<file path="src/rtl/hpp_pkg.sv">
`timescale 1ns/1ps
package hpp_pkg;
  localparam logic [1:0] CTRL_ADDR = 2'd3;
  localparam int CTRL_RDY_STAT = 0;
  localparam int CTRL_EMP_STAT = 1;
  localparam int CTRL_RDY_POL  = 2;
  localparam int CTRL_EMP_POL  = 3;
  localparam int CTRL_USED     = 4;

  typedef struct packed {
    logic emp_pol;
    logic rdy_pol;
  } hpp_pol_t;
endpackage

</file>
<file path="src/rtl/hpp_sync.sv">
`timescale 1ns/1ps
module hpp_sync #(
  parameter int W = 1,
  parameter int STAGES = 2,
  parameter logic [W-1:0] RST_VAL = '0
) (
  input  logic         clk,
  input  logic         rst,
  input  logic [W-1:0] d,
  output logic [W-1:0] q
);
  logic [W-1:0] stg [STAGES];

  always_ff @(posedge clk) begin
    if (rst) begin
      for (int i = 0; i < STAGES; i++) stg[i] <= RST_VAL;
    end else begin
      stg[0] <= d;
      for (int i = 1; i < STAGES; i++) stg[i] <= stg[i-1];
    end
  end

  assign q = stg[STAGES-1];
endmodule

</file>
<file path="src/rtl/hpp_host_events.sv">
`timescale 1ns/1ps
module hpp_host_events (
  input  logic clk,
  input  logic rst,
  input  logic stb_s,
  input  logic oe_s,
  input  logic cs_s,
  output logic stb_act,
  output logic stb_fall,
  output logic stb_rise,
  output logic oe_act,
  output logic oe_rise
);
  logic stb_p, oe_p;

  always_ff @(posedge clk) begin
    if (rst) begin
      stb_p <= 1'b1;
      oe_p  <= 1'b1;
    end else begin
      stb_p <= stb_s;
      oe_p  <= oe_s;
    end
  end

  // chip select gates every host event
  assign stb_act  = ~stb_s & ~cs_s;
  assign oe_act   = ~oe_s & ~cs_s;
  assign stb_fall = stb_p & ~stb_s & ~cs_s;
  assign stb_rise = ~stb_p & stb_s & ~cs_s;
  assign oe_rise  = ~oe_p & oe_s & ~cs_s;

  AST_OE_RISE_SPACED: assert property (@(posedge clk) disable iff (rst)
    oe_rise |=> !oe_rise);
  AST_STB_RISE_SPACED: assert property (@(posedge clk) disable iff (rst)
    stb_rise |=> !stb_rise);
endmodule

</file>
<file path="src/rtl/hpp_latch_bank.sv">
`timescale 1ns/1ps
module hpp_latch_bank #(
  parameter int NB = 3,
  parameter int BW = 8,
  localparam int DW = NB * BW
) (
  input  logic          clk,
  input  logic          rst,
  input  logic          cpu_wr,
  input  logic [1:0]    cpu_addr,
  input  logic [BW-1:0] cpu_wdata,
  input  logic          cap_en,
  input  logic [DW-1:0] cap_data,
  output logic [DW-1:0] lat_out
);
  for (genvar g = 0; g < NB; g++) begin : g_byte
    logic [BW-1:0] lat_q;
    always_ff @(posedge clk) begin
      if (rst)
        lat_q <= '0;
      else if (cap_en)
        lat_q <= cap_data[g*BW +: BW];
      else if (cpu_wr && cpu_addr == 2'(g))
        lat_q <= cpu_wdata;
    end
    assign lat_out[g*BW +: BW] = lat_q;
  end
endmodule

</file>
<file path="src/rtl/hpp_handshake.sv">
`timescale 1ns/1ps
module hpp_handshake (
  input  logic clk,
  input  logic rst,
  input  logic arm_ready,
  input  logic arm_empty,
  input  logic oe_act,
  input  logic stb_act,
  input  logic oe_rise,
  input  logic stb_rise,
  output logic ready_q,
  output logic empty_q,
  output logic irq_q
);
  always_ff @(posedge clk) begin
    if (rst) begin
      ready_q <= 1'b0;
      empty_q <= 1'b1;
      irq_q   <= 1'b0;
    end else begin
      if (arm_ready)   ready_q <= 1'b1;
      else if (oe_act) ready_q <= 1'b0;
      if (arm_empty)    empty_q <= 1'b1;
      else if (stb_act) empty_q <= 1'b0;
      irq_q <= oe_rise | stb_rise;
    end
  end

  AST_READY_ARM: assert property (@(posedge clk) disable iff (rst)
    arm_ready |=> ready_q);
  AST_EMPTY_ARM: assert property (@(posedge clk) disable iff (rst)
    arm_empty |=> empty_q);
  AST_READY_CLEAR: assert property (@(posedge clk) disable iff (rst)
    (oe_act && !arm_ready) |=> !ready_q);
  AST_EMPTY_CLEAR: assert property (@(posedge clk) disable iff (rst)
    (stb_act && !arm_empty) |=> !empty_q);
endmodule

</file>
<file path="src/rtl/hostpar_port.sv">
`timescale 1ns/1ps
module hostpar_port #(
  parameter int NB = 3,
  parameter int BW = 8,
  parameter int SYNC_STAGES = 2,
  localparam int DW = NB * BW
) (
  input  logic          clk,
  input  logic          rst,
  input  logic [1:0]    cpu_addr,
  input  logic          cpu_wr,
  input  logic          cpu_rd,
  input  logic [BW-1:0] cpu_wdata,
  output logic [BW-1:0] cpu_rdata,
  input  logic          host_stb_n,
  input  logic          host_oe_n,
  input  logic          host_cs_n,
  input  logic [DW-1:0] port_din,
  output logic [DW-1:0] port_dout,
  output logic          port_drive,
  output logic          ready_pin,
  output logic          empty_pin,
  output logic          port_irq
);
  import hpp_pkg::*;

  logic [2:0]    ctl_s;
  logic [DW-1:0] din_s;
  logic stb_act, stb_fall, stb_rise, oe_act, oe_rise;
  logic ready_q, empty_q, irq_q;
  logic drive_q;
  logic [BW-1:0] rdata_q;
  hpp_pol_t pol_q;
  logic arm_ready, arm_empty, ctrl_wr;
  logic rdy_bit, emp_bit;
  logic [BW-1:0] rd_mux;

  hpp_sync #(.W(3), .STAGES(SYNC_STAGES), .RST_VAL(3'b111)) u_ctl_sync (
    .clk(clk), .rst(rst), .d({host_cs_n, host_oe_n, host_stb_n}), .q(ctl_s));

  // data follows the same depth so it lines up with the strobe edge
  hpp_sync #(.W(DW), .STAGES(SYNC_STAGES), .RST_VAL('0)) u_dat_sync (
    .clk(clk), .rst(rst), .d(port_din), .q(din_s));

  hpp_host_events u_evt (
    .clk(clk), .rst(rst), .stb_s(ctl_s[0]), .oe_s(ctl_s[1]), .cs_s(ctl_s[2]),
    .stb_act(stb_act), .stb_fall(stb_fall), .stb_rise(stb_rise),
    .oe_act(oe_act), .oe_rise(oe_rise));

  hpp_latch_bank #(.NB(NB), .BW(BW)) u_lat (
    .clk(clk), .rst(rst), .cpu_wr(cpu_wr), .cpu_addr(cpu_addr),
    .cpu_wdata(cpu_wdata), .cap_en(stb_fall), .cap_data(din_s),
    .lat_out(port_dout));

  assign arm_ready = cpu_wr && cpu_addr == 2'd0;
  assign arm_empty = cpu_rd && cpu_addr == 2'd0;
  assign ctrl_wr   = cpu_wr && cpu_addr == CTRL_ADDR;

  hpp_handshake u_hs (
    .clk(clk), .rst(rst), .arm_ready(arm_ready), .arm_empty(arm_empty),
    .oe_act(oe_act), .stb_act(stb_act), .oe_rise(oe_rise), .stb_rise(stb_rise),
    .ready_q(ready_q), .empty_q(empty_q), .irq_q(irq_q));

  assign ready_pin = ready_q ^ pol_q.rdy_pol;
  assign empty_pin = empty_q ^ pol_q.emp_pol;
  assign rdy_bit   = ~ready_pin;
  assign emp_bit   = ~empty_pin;

  always_comb begin
    rd_mux = '0;
    if (cpu_addr == CTRL_ADDR) begin
      rd_mux[CTRL_RDY_STAT] = rdy_bit;
      rd_mux[CTRL_EMP_STAT] = emp_bit;
      rd_mux[CTRL_RDY_POL]  = pol_q.rdy_pol;
      rd_mux[CTRL_EMP_POL]  = pol_q.emp_pol;
    end else begin
      for (int i = 0; i < NB; i++)
        if (cpu_addr == 2'(i)) rd_mux = port_dout[i*BW +: BW];
    end
  end

  always_ff @(posedge clk) begin
    if (rst) begin
      pol_q   <= '0;
      drive_q <= 1'b0;
      rdata_q <= '0;
    end else begin
      if (ctrl_wr) begin
        pol_q.rdy_pol <= cpu_wdata[CTRL_RDY_POL];
        pol_q.emp_pol <= cpu_wdata[CTRL_EMP_POL];
      end
      drive_q <= oe_act;
      if (cpu_rd) rdata_q <= rd_mux;
    end
  end

  assign port_drive = drive_q;
  assign cpu_rdata  = rdata_q;
  assign port_irq   = irq_q;

  AST_SIDE_BYTE_NOFLAG: assert property (@(posedge clk) disable iff (rst)
    (cpu_wr && cpu_addr != 2'd0 && !oe_act) |=> $stable(ready_q));
  AST_DRIVE_NEEDS_SEL: assert property (@(posedge clk) disable iff (rst)
    (ctl_s[2] && !rst) |=> !port_drive);
endmodule

</file>
<file path="config.mk">
export PLATFORM = sky130hd
export DESIGN_NAME = hostpar_port
export DESIGN_NICKNAME = d
export VERILOG_FILES = /design/src/rtl/hpp_pkg.sv /design/src/rtl/hpp_sync.sv /design/src/rtl/hpp_host_events.sv /design/src/rtl/hpp_latch_bank.sv /design/src/rtl/hpp_handshake.sv /design/src/rtl/hostpar_port.sv
export SDC_FILE = /design/constraint.sdc
export NUM_CORES = 1
export LEC_CHECK = 0
export ABC_AREA = 0
export CAP_MARGIN = 10
export CORE_MARGIN = 2
export CORE_UTILIZATION = 50
export DETAILED_ROUTE_END_ITERATION = 6
export PLACE_DENSITY = 0.82
export RECOVER_POWER = 50
export SETUP_SLACK_MARGIN = 0.15
export SLEW_MARGIN = 25
export SYNTH_ARGS = -nofsm -noshare
export SYNTH_HDL_FRONTEND = slang
export SYNTH_SLANG_ARGS = --single-unit
export TNS_END_PERCENT = 100
</file>
<file path="constraint.sdc">
create_clock -name clk -period 2.46 [get_ports clk]
set_input_delay 0.246 -clock clk [delete_from_list [all_inputs] [get_ports clk]]
set_output_delay 0.246 -clock clk [all_outputs]
set_load 0.05 [all_outputs]
</file>
Word level (Yosys, flattened, before mapping)
Memories as Yosys holds them, arrays and structs flattened.
Index checks and enable logic that the tools add are counted.
{ "totals": {"word_cells": 70, "memories": 2, "ramBits": 54, "out_inout_bits": 36, "ff_bits": 40, "inputBits": 41} }
{ "op_classes": {"n_mux": 20, "eq_ne": 3, "n_bitwise": 22, "reduce_logical": 11} }
{ "mem_list": {"columns": ["memory", "words", "width", "rd", "rd_clocked_by_memory_dff", "write_ports", "line_no", "rtl"], "rows": [
  ["u_dat_sync.stg", 2, 24, 2, 0, 2, "hpp_sync.sv:12", "logic [W-1:0] stg [STAGES];"],
  ["u_ctl_sync.stg", 2, 3, 2, 0, 2, "hpp_sync.sv:12", null]
]} }
{ "op_table": {"columns": ["operator", "count"], "rows": [
  ["8-bit two-way mux", 9],
  ["24-bit two-way mux", 2],
  ["1-bit bitwise AND", 8],
  ["4-bit two-way mux", 2],
  ["2-bit nonzero test", 4],
  ["1-bit inverter", 7],
  ["3-bit two-way mux", 2],
  ["1-bit logical AND", 5],
  ["1-bit two-way mux", 5],
  ["1-bit bitwise OR", 5],
  ["2-bit equality test (second input constant)", 2],
  ["2-bit by 1-bit equality test with 1-bit output (second input constant)", 1],
  ["2-bit zero test", 1],
  ["2-bit OR reduction", 1],
  ["1-bit bitwise XOR", 2]
]} }

Longest topological paths before layout
{ "depth": {"word_depth": 5, "depth_mapped": 6, "ltp_nobuf": 3} }

Cells and area by module
From an unflattened synthesis, not the netlist that was laid out.
{ "unflattened": {"hier_cells": 361, "hier_area_um2": 3757.4} }
{ "modules_own_cells": {"columns": ["module", "instances", "seq_area_each_um2", "cells_each", "area_each_um2"], "rows": [
  ["hpp_sync at u_dat_sync", 1, 960.9, 125, 1485.2],
  ["hpp_latch_bank", 1, 480.5, 136, 1266.2],
  ["hostpar_port", 1, 220.2, 65, 644.4],
  ["hpp_sync at u_ctl_sync", 1, 120.1, 15, 180.2],
  ["hpp_handshake", 1, 60.1, 11, 98.8],
  ["hpp_host_events", 1, 40.0, 9, 82.6]
]} }

Worst setup path after synthesis
OpenSTA, ideal clock, no wires.
{ "synth_path": {"path_type": "register to register", "startpoint": "register u_lat.g_byte[1].lat_q[2]", "endpoint": "register rdata_q[2], in the netlist cpu_rdata[2]", "path_slack_ps": 1143, "required_time_ps": 2332, "setup_time_ps": 128, "path_stages_with_launch": 4, "n_path_buf": 0, "period_less_slack_ps": 1317, "t_arrival_ps": 1189, "cell_sequence": "dfxtp_1 mux4_1 mux2i_1 nor2_1"} }
{ "synth_between": {"elab_chain_len": 3} }
{ "synth_rtl": {"columns": ["item", "line_no", "rtl"], "rows": [
  ["from (decl)", "hpp_latch_bank.sv:17", "logic [BW-1:0] lat_q;"],
  ["from (signal assigned)", "hpp_latch_bank.sv:22", "lat_q <= cap_data[g*BW +: BW];"],
  ["from (signal assigned)", "hpp_latch_bank.sv:24", "lat_q <= cpu_wdata;"],
  ["8-bit two-way mux (2 in a row)", "hostpar_port.sv:78", "if (cpu_addr == 2'(i)) rd_mux = port_dout[i*BW +: BW];"],
  ["4-bit two-way mux", "hostpar_port.sv:71", "if (cpu_addr == CTRL_ADDR) begin"],
  ["to (signal assigned)", "hostpar_port.sv:93", "if (cpu_rd) rdata_q <= rd_mux;"],
  ["to (decl)", "hostpar_port.sv:32", "logic [BW-1:0] rdata_q;"]
]} }
Every way passes these cells.
A chain may end at the register's enable or synchronous reset.

Final worst setup path
{ "layout_path": {"startpoint": "register pol_q[1] (netlist bit)", "endpoint": "output empty_pin"} }
{ "layout_between": {"elab_chain_len": 1} }
{ "layout_rtl": {"columns": ["item", "line_no", "rtl"], "rows": [
  ["from (decl)", "hostpar_port.sv:33", "hpp_pol_t pol_q;"],
  ["1-bit bitwise XOR", "hostpar_port.sv:65", "assign empty_pin = empty_q ^ pol_q.emp_pol;"],
  ["to (decl)", "hostpar_port.sv:22", "output logic empty_pin,"]
]} }
Every way passes these cells.

==> impl_summary.md <==
Logic synthesis
The sequential-to-total area share from yosys stat is 0.556. The number of storage elements in the synthesis netlist is 94. Averaged over all synthesized cells, the footprint is 10.5 sq um. The leading area contributor after synthesis is sky130_fd_sc_hd__dfxtp_1. The post-synthesis cell area is between 3000 and 4000 sq um.

In this run, distinct cell masters in the synthesized netlist total 34. For this run, the number of Yosys warnings is 0. The share of synthesized area in the top cell type comes to 0.556. Sorting the synthesized cells by area gives the leading types as sky130_fd_sc_hd__dfxtp_1, sky130_fd_sc_hd__nor2b_1, sky130_fd_sc_hd__a311oi_2, sky130_fd_sc_hd__nor3_1, sky130_fd_sc_hd__nand2_1. The number of nets produced by synthesis is 364. The number of cells produced by synthesis is approximately 320.

Timing
The count of final max-slew check failures came to 0. Setup repair after global routing left no endpoint under its margin. The setup slack of the critical path after layout is 484 ps. The setup clock skew after layout is between 9 and 10 ps. The maximum clock frequency is between 0.5 and 0.6 GHz.

The worst-case headroom to the max-slew limit is 0.325. The post-route setup TNS is 0 ps. Subtracting the final worst setup slack from the clock period gives 1980 ps.

The final-report setup violation count is 0. The total count of hold-check failures in the final report is 0. In the finished design, the share of the clock period the worst path needs comes to 0.803. The slew at the pin with the worst max-slew slack is 1010 ps.

Hold path
The tightest min-delay check is of the flop to flop type. The path with the worst hold slack has its endpoint at u_ctl_sync.stg[0][5]. The launch point of the worst hold path is u_ctl_sync.stg[0][2]. The hold path depth is 1.

Run status
The flow ran to the end, and the final reports show no timing, DRC or antenna violations.

Placed design
After detailed placement, the total cell area comes to 4150 sq um. The count of buffers inserted at the top-level ports is 76. Routability-driven placement finished with a final weighted congestion of 0.853. The placed wire-length estimate after detailed placement is 4960 um.

Before CTS, the worst setup slack after placement is between 300 and 400 ps.

Final layout
Registers take 1880 sq um. The library cell used most frequently in the layout, excluding fill and tap cells, is sky130_fd_sc_hd__dfxtp_1. The number of antenna repair diodes is 0. In the final layout, the share of cells above drive strength 1 is 0.114. Summing all multi-input logic gate instances after layout gives around 1300 sq um. At the end of the flow the core is filled with cells to 0.682.

The post-route standard cell area excluding fillers is 4400 sq um. Leaving out fill and tap cells, the most frequent cells in the layout are sky130_fd_sc_hd__dfxtp_1, sky130_fd_sc_hd__nor2b_1, sky130_fd_sc_hd__clkdlybuf4s50_1, sky130_fd_sc_hd__nand2_1, sky130_fd_sc_hd__nor3_1. The number of inserted filler cells in the final layout is 528. The post-layout net count is roughly 430.

The signed area change from the synthesized netlist to the final layout is 30.1%.

Clocking
Gates resized during post-CTS repair numbered 0. CTS placed an instance of sky130_fd_sc_hd__clkbuf_8 at the clock tree root. The source-to-sink clock delay at the later pin of the worst-skew pair is approximately 360 ps. The deepest level of the CTS H-tree is 3. The maximum number of buffers from clock root to sink is 2. The clock input transition at the sequential cells of the worst setup and hold paths is roughly 80 ps. For this design, the CTS-stage hold fixing added 0 buffers. The TritonCTS clock tree is yes. The total number of clock tree sinks is 94. The total setup buffers inserted after CTS is 0.

The TritonCTS buffer count is 9.

Power
The maximum vdd drop is 0.417 mV. Power spread over the standard cell area amounts to 753 nW/um^2. For this design the static power due to leakage is 0.00165 uW. The total power after layout is 3310 uW.

Critical path
For this run, the slowest stage of the critical path takes roughly 700 ps. Traced cell by cell, the critical path runs through xnor2_1 -> inv_1 -> clkdlybuf4s50_1. The type of the setup path with the least slack is flop to output port. The cell with the largest stage delay on the worst path is sky130_fd_sc_hd__clkdlybuf4s50_1. At the worst endpoint, the required time is 2210 ps. The maximum fanout along the worst path is 3.

The family of cells with the greatest summed delay on the critical path is buffers and inverters. The worst register-to-register path ends at u_lat.g_byte[2].lat_q[4]. The path depth of the worst reg2reg path is 4. The endpoint kind of the worst setup timing path is an output port. The worst register-to-register path begins at u_ctl_sync.stg[0][5]. The kind of start point of the critical path is a flop. The critical path contains buffers and inverters numbering 2 combined. The worst reg-to-reg setup slack is 700 ps. Data on the critical path arrives at its endpoint at 1730 ps.

Flow run
Across the run, the number of max-cap violations was 0.

Global routing
For met3 alone, demand over resource in global routing was 0.0514. The first-pass GRT wire length is 11100 um. The via count of the first global-routing pass was 2363. The routing usage on met1 is 0.222.

After global routing the overflow that remains totals 0. In this run the most used layer during global routing was met2. Entering global routing, the biggest net connects 70 pins. For met2 alone, demand over resource in global routing was 0.328.

In the global route stage, overall resource usage came out at 0.195. The initial antenna violation count is 0.

Detailed routing
The detailed router finished its first iteration with 273 violations. The average wire per standard cell is 14.7 um. In this run the remaining antenna-violating nets after routing total 0. The detailed-route wire length is 6960 um. The length of the first detailed-routing pass in iterations is 4. The DRC violations left is 0. The post-detailed-route via-to-cell ratio is between 5 and 6. The count of vias placed by the detailed router is 2531.

Die
The floorplan has 29 rows. The number of top-level pins is between 70 and 80. The standard cell core area is around 6500 sq um.

Measured along the y axis, the die boundary spans between 80 and 90 um. The starting density of the core is 0.524. The die area is 7440 sq um. The floorplan step set the die width to around 86 um.
## layer usage
metal  wire length [um]  share of wire
met5                  0              0
met3                409          0.059
met4                184          0.026
met2               3410           0.49
met1               2960           0.43
## per-stage QoR
stage | hold slack [ps] | std cells
finish | 414 | 473
global route | 431 | 473
CTS | 304 | 473
detailed placement | 397 | 458
global placement | 393 | 458
floorplan | 350 | 323
## where the power goes
part / switching, uW / leakage [uW] / total [uW] / internal, uW
logic: 235 / 0.000752 / 418 / 183
clock network: 485 / 0.000124 / 1260 / 773
registers: 42.9 / 0.000774 / 1640 / 1600
## how the worst max path moves through the flow
stage | from | to | slack (ps) | cells after the start
floorplan | u_lat.g_byte[1].lat_q[2] | cpu_rdata[2] | 1140 | 3
global placement | cpu_addr[0] | u_lat.g_byte[2].lat_q[1] | 430 | 4
detailed placement | cpu_addr[0] | u_lat.g_byte[2].lat_q[1] | 320 | 4
CTS | pol_q[1] | empty_pin | 450 | 3
global route | pol_q[1] | empty_pin | 380 | 3
finish | pol_q[1] | empty_pin | 480 | 3
## synth_stat cells, drive strengths merged
cell,n
mux2i,8
clkbuf,12
inv,9
and3b,2
o31ai,2
a211oi,2
nor2,10
nor3,30
nor3b,2
or2,11
dfxtp,94
o21a,1
a211o,1
o221a,4
o22ai,2
a22oi,1
buf,13
nor2b,50
o21ai,1
mux4,2
a21oi,1
or3b,1
nand3,1
nand2b,2
xnor2,2
nand2,35
a311oi,24
## cell families (layout without fill, tap and decap cells)
kind of cell	Yosys count	after routing	synth area share
and+or+nand+nor	144	144	0.229
DFF	94	94	0.556
AOI/OAI and AO/OA	39	39	0.116
buffers and inverters	34	107	0.0540
muxes	10	10	0.0392
xor gates and xnor gates	2	2	0.00518
## state kept, by name (all words and copies together), names as in the netlist
name	count
u_hs.empty_q	1
u_ctl_sync.stg	6
u_lat.g_byte.lat_q	24
u_hs.ready_q	1
cpu_rdata	8
u_dat_sync.stg	48
u_evt.stb_p	1
pol_q	2
port_drive	1
u_evt.oe_p	1
u_hs.irq_q	1
## cell type report
cell class | count | share of cell area
Sequential cell | 94 | 0.427
Multi-Input combinational cell | 195 | 0.300
Timing Repair Buffer | 83 | 0.186
Clock buffer | 11 | 0.0298
Clock inverter | 4 | 0.0273
Tap cell | 77 | 0.0219
Inverter | 9 | 0.00767
Power figures use the tool's default switching activity.
